### src/rtl/pgw_pkg.sv
package pgw_pkg;

    localparam int ADDR_W  = 32;
    localparam int OFF_W   = 12;
    localparam int IDX_W   = 10;
    localparam int LEVELS  = 2;
    localparam int FRAME_W = ADDR_W - OFF_W;
    localparam int SCALE_W = OFF_W - IDX_W;

    // entry flag positions (shared by both levels unless noted)
    localparam int F_PRESENT = 0;
    localparam int F_WRITE   = 1;
    localparam int F_USER    = 2;
    localparam int F_WTHRU   = 3;
    localparam int F_NOCACHE = 4;
    localparam int F_ACCESS  = 5;
    localparam int F_DIRTY   = 6;   // leaf only
    localparam int F_LARGE   = 7;   // directory only
    localparam int F_GLOBAL  = 8;

    typedef logic [ADDR_W-1:0]  word_t;
    typedef logic [FRAME_W-1:0] frame_t;
    typedef logic [IDX_W-1:0]   index_t;

    typedef enum logic [2:0] {
        W_IDLE,
        W_RD_DIR,
        W_WB_DIR,
        W_RD_LEAF,
        W_WB_LEAF,
        W_REFILL,
        W_FAULT
    } walk_state_e;

    typedef enum logic [1:0] {
        V_PASS,
        V_ABSENT,
        V_RULE
    } verdict_e;

    typedef struct packed {
        frame_t ppn;
        logic   writable;
        logic   user;
        logic   global_pg;
        logic   wthru;
        logic   nocache;
        logic   dirty;
    } refill_t;

    function automatic word_t entry_address(frame_t frame, index_t idx);
        return {frame, idx, {SCALE_W{1'b0}}};
    endfunction

    function automatic word_t flag_mask(int pos);
        word_t m;
        m = '0;
        m[pos] = 1'b1;
        return m;
    endfunction

endpackage

### src/rtl/pgw_eval.sv
module pgw_eval
    import pgw_pkg::*;
#(
    parameter bit LEAF = 1'b0
) (
    input  word_t    entry,
    input  logic     acc_write,
    input  logic     acc_user,
    input  logic     up_write,
    input  logic     up_user,
    output verdict_e verdict,
    output word_t    entry_upd,
    output logic     need_wb,
    output logic     eff_write,
    output logic     eff_user
);

    logic bad_size;
    logic rule_break;

    always_comb begin
        eff_write  = entry[F_WRITE] & up_write;
        eff_user   = entry[F_USER] & up_user;
        bad_size   = (!LEAF) && entry[F_LARGE];
        rule_break = bad_size || (acc_write && !eff_write) || (acc_user && !eff_user);

        if (!entry[F_PRESENT]) begin
            verdict = V_ABSENT;
        end else if (rule_break) begin
            verdict = V_RULE;
        end else begin
            verdict = V_PASS;
        end
    end

    generate
        if (LEAF) begin : g_leaf
            always_comb begin
                entry_upd = entry | flag_mask(F_ACCESS);
                if (acc_write) begin
                    entry_upd = entry_upd | flag_mask(F_DIRTY);
                end
            end
        end else begin : g_dir
            always_comb begin
                entry_upd = entry | flag_mask(F_ACCESS);
            end
        end
    endgenerate

    assign need_wb = (entry_upd != entry);

endmodule

### src/rtl/pgw_addr.sv
module pgw_addr
    import pgw_pkg::*;
(
    input  logic   use_leaf,
    input  frame_t dir_frame,
    input  frame_t leaf_frame,
    input  frame_t vpn,
    output word_t  addr
);

    index_t dir_idx;
    index_t leaf_idx;

    assign dir_idx  = vpn[FRAME_W-1 -: IDX_W];
    assign leaf_idx = vpn[IDX_W-1:0];

    always_comb begin
        if (use_leaf) begin
            addr = entry_address(leaf_frame, leaf_idx);
        end else begin
            addr = entry_address(dir_frame, dir_idx);
        end
    end

endmodule

### src/rtl/pgw_top.sv
module pgw_top
    import pgw_pkg::*;
(
    input  logic                      clk,
    input  logic                      rst,
    input  logic [pgw_pkg::FRAME_W-1:0] dir_base,
    input  logic                      req_valid,
    output logic                      req_ready,
    input  logic [pgw_pkg::ADDR_W-1:0] req_vaddr,
    input  logic                      req_write,
    input  logic                      req_user,
    output logic                      mem_req,
    output logic                      mem_we,
    output logic [pgw_pkg::ADDR_W-1:0] mem_addr,
    output logic [pgw_pkg::ADDR_W-1:0] mem_wdata,
    input  logic                      mem_ack,
    input  logic [pgw_pkg::ADDR_W-1:0] mem_rdata,
    output logic                      refill_valid,
    output logic [pgw_pkg::FRAME_W-1:0] refill_vpn,
    output logic [pgw_pkg::FRAME_W-1:0] refill_ppn,
    output logic                      refill_writable,
    output logic                      refill_user,
    output logic                      refill_global,
    output logic                      refill_wthru,
    output logic                      refill_nocache,
    output logic                      refill_dirty,
    output logic                      fault_valid,
    output logic [pgw_pkg::ADDR_W-1:0] fault_vaddr,
    output logic                      fault_prot,
    output logic                      fault_write,
    output logic                      fault_user
);

    localparam int DIR_LVL  = 0;
    localparam int LEAF_LVL = LEVELS - 1;

    walk_state_e state;
    word_t       va_q;
    frame_t      dbase_q;
    logic        wr_q;
    logic        usr_q;
    logic        prot_q;
    word_t       dir_q;
    word_t       leaf_q;
    refill_t     rf;

    // per-level evaluation signals
    word_t    ev_in     [LEVELS];
    logic     ev_up_wr  [LEVELS];
    logic     ev_up_us  [LEVELS];
    verdict_e ev_verd   [LEVELS];
    word_t    ev_upd    [LEVELS];
    logic     ev_wb     [LEVELS];
    logic     ev_eff_wr [LEVELS];
    logic     ev_eff_us [LEVELS];

    // entries are judged straight off the read bus in the read states
    assign ev_in[DIR_LVL]     = (state == W_RD_DIR)  ? mem_rdata : dir_q;
    assign ev_in[LEAF_LVL]    = (state == W_RD_LEAF) ? mem_rdata : leaf_q;
    assign ev_up_wr[DIR_LVL]  = 1'b1;
    assign ev_up_us[DIR_LVL]  = 1'b1;
    assign ev_up_wr[LEAF_LVL] = ev_eff_wr[DIR_LVL];
    assign ev_up_us[LEAF_LVL] = ev_eff_us[DIR_LVL];

    generate
        for (genvar g = 0; g < LEVELS; g++) begin : g_lvl
            pgw_eval #(
                .LEAF (g == LEVELS - 1)
            ) u_eval (
                .entry     (ev_in[g]),
                .acc_write (wr_q),
                .acc_user  (usr_q),
                .up_write  (ev_up_wr[g]),
                .up_user   (ev_up_us[g]),
                .verdict   (ev_verd[g]),
                .entry_upd (ev_upd[g]),
                .need_wb   (ev_wb[g]),
                .eff_write (ev_eff_wr[g]),
                .eff_user  (ev_eff_us[g])
            );
        end
    endgenerate

    logic use_leaf;
    assign use_leaf = (state == W_RD_LEAF) || (state == W_WB_LEAF);

    pgw_addr u_addr (
        .use_leaf   (use_leaf),
        .dir_frame  (dbase_q),
        .leaf_frame (dir_q[ADDR_W-1:OFF_W]),
        .vpn        (va_q[ADDR_W-1:OFF_W]),
        .addr       (mem_addr)
    );

    always_ff @(posedge clk) begin
        if (rst) begin
            state   <= W_IDLE;
            va_q    <= '0;
            dbase_q <= '0;
            wr_q    <= 1'b0;
            usr_q   <= 1'b0;
            prot_q  <= 1'b0;
            dir_q   <= '0;
            leaf_q  <= '0;
        end else begin
            case (state)
                W_IDLE: begin
                    if (req_valid) begin
                        va_q    <= req_vaddr;
                        dbase_q <= dir_base;
                        wr_q    <= req_write;
                        usr_q   <= req_user;
                        state   <= W_RD_DIR;
                    end
                end
                W_RD_DIR: begin
                    if (mem_ack) begin
                        case (ev_verd[DIR_LVL])
                            V_ABSENT: begin
                                prot_q <= 1'b0;
                                state  <= W_FAULT;
                            end
                            V_RULE: begin
                                prot_q <= 1'b1;
                                state  <= W_FAULT;
                            end
                            default: begin
                                dir_q <= ev_upd[DIR_LVL];
                                state <= ev_wb[DIR_LVL] ? W_WB_DIR : W_RD_LEAF;
                            end
                        endcase
                    end
                end
                W_WB_DIR: begin
                    if (mem_ack) begin
                        state <= W_RD_LEAF;
                    end
                end
                W_RD_LEAF: begin
                    if (mem_ack) begin
                        case (ev_verd[LEAF_LVL])
                            V_ABSENT: begin
                                prot_q <= 1'b0;
                                state  <= W_FAULT;
                            end
                            V_RULE: begin
                                prot_q <= 1'b1;
                                state  <= W_FAULT;
                            end
                            default: begin
                                leaf_q <= ev_upd[LEAF_LVL];
                                state  <= ev_wb[LEAF_LVL] ? W_WB_LEAF : W_REFILL;
                            end
                        endcase
                    end
                end
                W_WB_LEAF: begin
                    if (mem_ack) begin
                        state <= W_REFILL;
                    end
                end
                W_REFILL: state <= W_IDLE;
                W_FAULT:  state <= W_IDLE;
                default:  state <= W_IDLE;
            endcase
        end
    end

    // memory port
    assign mem_req   = (state == W_RD_DIR) || (state == W_WB_DIR) ||
                       (state == W_RD_LEAF) || (state == W_WB_LEAF);
    assign mem_we    = (state == W_WB_DIR) || (state == W_WB_LEAF);
    assign mem_wdata = (state == W_WB_DIR) ? dir_q : leaf_q;
    assign req_ready = (state == W_IDLE);

    // refill result
    always_comb begin
        rf.ppn       = leaf_q[ADDR_W-1:OFF_W];
        rf.writable  = ev_eff_wr[LEAF_LVL];
        rf.user      = ev_eff_us[LEAF_LVL];
        rf.global_pg = dir_q[F_GLOBAL] & leaf_q[F_GLOBAL];
        rf.wthru     = leaf_q[F_WTHRU];
        rf.nocache   = leaf_q[F_NOCACHE];
        rf.dirty     = leaf_q[F_DIRTY];
    end

    assign refill_valid    = (state == W_REFILL);
    assign refill_vpn      = va_q[ADDR_W-1:OFF_W];
    assign refill_ppn      = rf.ppn;
    assign refill_writable = rf.writable;
    assign refill_user     = rf.user;
    assign refill_global   = rf.global_pg;
    assign refill_wthru    = rf.wthru;
    assign refill_nocache  = rf.nocache;
    assign refill_dirty    = rf.dirty;

    // fault result
    assign fault_valid = (state == W_FAULT);
    assign fault_vaddr = va_q;
    assign fault_prot  = prot_q;
    assign fault_write = wr_q;
    assign fault_user  = usr_q;

endmodule

### config.mk
export PLATFORM = sky130hd
export DESIGN_NAME = pgw_top
export DESIGN_NICKNAME = d
export VERILOG_FILES = /design/src/rtl/pgw_pkg.sv /design/src/rtl/pgw_eval.sv /design/src/rtl/pgw_addr.sv /design/src/rtl/pgw_top.sv
export SDC_FILE = /design/constraint.sdc
export NUM_CORES = 1
export LEC_CHECK = 0
export CORE_ASPECT_RATIO = 0.75
export CORE_MARGIN = 1.5
export CORE_UTILIZATION = 40
export CTS_BUF_LIST = sky130_fd_sc_hd__clkbuf_4
export DETAILED_ROUTE_END_ITERATION = 10
export GPL_ROUTABILITY_DRIVEN = 0
export GPL_TIMING_DRIVEN = 0
export HOLD_SLACK_MARGIN = 0.03
export PLACE_DENSITY = 0.79
export SYNTH_ARGS = -nofsm -noshare
export SYNTH_HDL_FRONTEND = slang
export SYNTH_SLANG_ARGS = --single-unit
### constraint.sdc
create_clock -name clk -period 1.85 [get_ports clk]
set_input_delay 0.37 -clock clk [delete_from_list [all_inputs] [get_ports clk]]
set_output_delay 0.37 -clock clk [all_outputs]
set_load 0.02 [all_outputs]
==> results.ini <==
[finish]
fin_nets=994
area_growth_pct=64.2
stdcell_count=1092
drive_gt1_frac=0.316
antenna_cells=0
utilization=0.669

[cts]
cts_root_buffer=clkbuf_4
cts_made_buffers=17
clkTransAtPathRegs_ps=120
cts.htree.levels=4
ctsLongestPathBuffers=2
insertion_delay_ps=520
clkSinkCount=122
cts_tree=built

[route]
met3_length_mm=1.62
wl_per_cell_um=17.1
routed_wl_mm=18.6
dr_wl_met2_mm=8.49
routed.top_layer=met4
ant_nets=0
via_per_inst=4.89
routed-via-count=5335
wl_met1_mm=8.30
drc=14
dr.pass1.iters=10
drt_iter0_markers=219

[power_and_ir_drop]
power.switching_mw=2.13
swShare=0.303
p_int_mw=4.90
p_leak_nw=4.64
power_density_nw_per_um2=770
vdd_ir_drop_max_uv=702
pwr-share-clk=0.327
total_power_mw=7.04
p_comb_frac=0.266
seq_power_share=0.408

[place]
dp_slack_ps=-839
place_inst=1028
dp_hpwl_mm=12.5
portBuffers=236

[sta]
finalSetupViolCount=103
finalHoldViolCount=0
finClkSkew_ps=20.9
finalCriticalPeriod_ps=2440
slew_headroom=0.584
layout_setup_ws_ps=-594
rsz0062_at_grt=yes
drv_slew=0
period_share=1.32
max_slew.worst_pin.slew_ps=624
worst_hold_slack_ps=322
fmax_ghz=0.409

[global_route]
grt_pass1_vias=5110
grt_pass1_wl_mm=27.4
grt_overflow=0
grt_use_total=0.240
grt_max_degree=17
antenna_found_initial=0

[min_path]
worstHoldStart=mem_rdata[2]
min_to=leaf_q[2]$_SDFFE_PP0P_
hold_depth=3
hp-class=in2reg

[setup_path]
r2r_start=state[2]$_SDFFE_PP0P_
critPathKind=reg2out
cp.arrival_ps=2070
r2r_slack_ps=-380
required_ps=1480
path_max_fanout=5
startpoint_type=flop
worst_r2r_endpoint=leaf_q[16]$_SDFFE_PP0P_
r2r_cells=11
end_kind=output port

[synth]
syn_area_per_cell_um2=9.03
synth-seq-area-share=0.439
yosys_most_used_dff=dfxtp_1
yosysWarnings=0
async_flop_share=0
synth_seq_cells=122
synth_edf_count=0
netlist_instances=616
synth_cell_types=33
netlist_area_um2=5560

[floorplan]
fp-row-count=37
ios=240
die_h_um=105
core_um2=13700
chipWidth_um=139
die_area_um2=14600
initial_core_util=0.407

[outcome]
status=complete, but fails checks
violations=DRC, setup timing

[job]
cap_violations=0

[cell usage after synthesis, types with 4 or more instances]
| library cell | number | share of area |
|---|---|---|
| nor2_1 | 64 | 0.043 |
| nand2_1 | 117 | 0.079 |
| clkbuf_1 | 21 | 0.014 |
| mux2_2 | 61 | 0.12 |
| a21oi_1 | 64 | 0.058 |
| buf_2 | 13 | 0.012 |
| dfxtp_1 | 122 | 0.44 |
| buf_4 | 47 | 0.063 |
| nor2b_1 | 4 | 0.0045 |
| inv_1 | 7 | 0.0047 |
| nor3_1 | 6 | 0.0054 |
| mux2i_1 | 59 | 0.11 |
[critical path, stage by stage, from the launching register on]
cell and delay (ps):
dfxtp_4 390, buf_4 120, nor2_4 40, a22oi_2 180, buf_6 210, buf_12 140
mux2_2 340, buf_6 130
[through the flow]
step	instance area (um^2)	TNS (ps)
after global routing	9140	-54140
after floorplan	5590	-1060
after detailed placement	8170	-97400
final	9140	-46060
after CTS	8700	-37550
after global placement	8170	-95480
[metal layers]
metal	global-route usage	vias up
li1	-	2593
met1	0.318	2495
met2	0.378	222
met3	0.0793	25
met4	0.0608	0
met5	0	-
[placed cells by master (no fill, tap or decap), types with 3 or more instances in the layout]
cell type          n
nand2_1          117
dfxtp_1          115
clkdlybuf4s50_1   87
dlygate4sd2_1     78
buf_4             68
nor2_1            63
a21oi_1           60
mux2i_1           58
buf_6             57
mux2_4            35
mux2_2            26
buf_2             24
clkbuf_4          17
clkbuf_1          14
buf_12             8
inv_1              7
clkbuf_2           5
bufinv_16          5
dfxtp_2            5
buf_8              4
a21oi_2            4
nor3_1             4
nor2b_1            3
clkinv_1           3
inv_6              3
clkbuf_16          3
[area by class of cell]
type                       count  area [um^2]
multi-input combinational    405         2820
buffer                        80          631
clock inverter                15          220
timing repair buffer         271         2640
sequential                   122         2460
clock buffer                  17          128
inverter                       7         26.3
fill                        1119         4520
tap                          175          219
[power groups by stage]
stage / registers [mW] / clock network, mW / logic (mW)
6_report: 2.87 / 2.30 / 1.87
5_1_grt: 2.89 / 2.46 / 1.97
4_1_cts: 2.86 / 2.33 / 1.73
3_5_place_dp: 2.92 / 0 / 1.63
3_3_place_gp: 2.92 / 0 / 1.62
2_1_floorplan: 2.98 / 0 / 0.794
[logic make-up after synthesis]
| logic type | count (synthesis) | share of synthesized area |
|---|---|---|
| other | 1 | 0.000674 |
| flip-flops | 122 | 0.439 |
| XOR/XNOR | 2 | 0.00315 |
| AO/OA/AOI/OAI | 77 | 0.0787 |
| AND/OR/NAND/NOR | 204 | 0.151 |
| buffers and inverters | 90 | 0.0980 |
| multiplexers | 120 | 0.230 |
[sequential cells by signal (all words and copies together) (netlist names)]
name         cells
dir_q           32
fault_vaddr     32
leaf_q          32
dbase_q         20
state            3
fault_prot       1
fault_user       1
fault_write      1
[worst max path at each step]
stage,start,end,slack [ps],depth (start not counted)
after floorplan,state[2]$_SDFFE_PP0P_,mem_addr[10],-40,5
after global placement,state[2]$_SDFFE_PP0P_,mem_addr[22],-830,6
after detailed placement,state[2]$_SDFFE_PP0P_,mem_addr[22],-840,6
after CTS,state[1]$_SDFFE_PP0P_,mem_addr[26],-620,6
after global routing,state[1]$_SDFFE_PP0P_,mem_addr[27],-680,7
final,state[1]$_SDFFE_PP0P_,mem_addr[25],-590,7
[repair_timing]
| action | in CTS | in global routing |
|---|---|---|
| pin swaps | 4 | 10 |
| setup buffers | 17 | 14 |
| cloned | 3 | 3 |
| hold buffers | 0 | 0 |
| setup endpoints to repair | 233 | 169 |
| gates resized for setup | 487 | 98 |
Power figures use the tool's default switching activity.
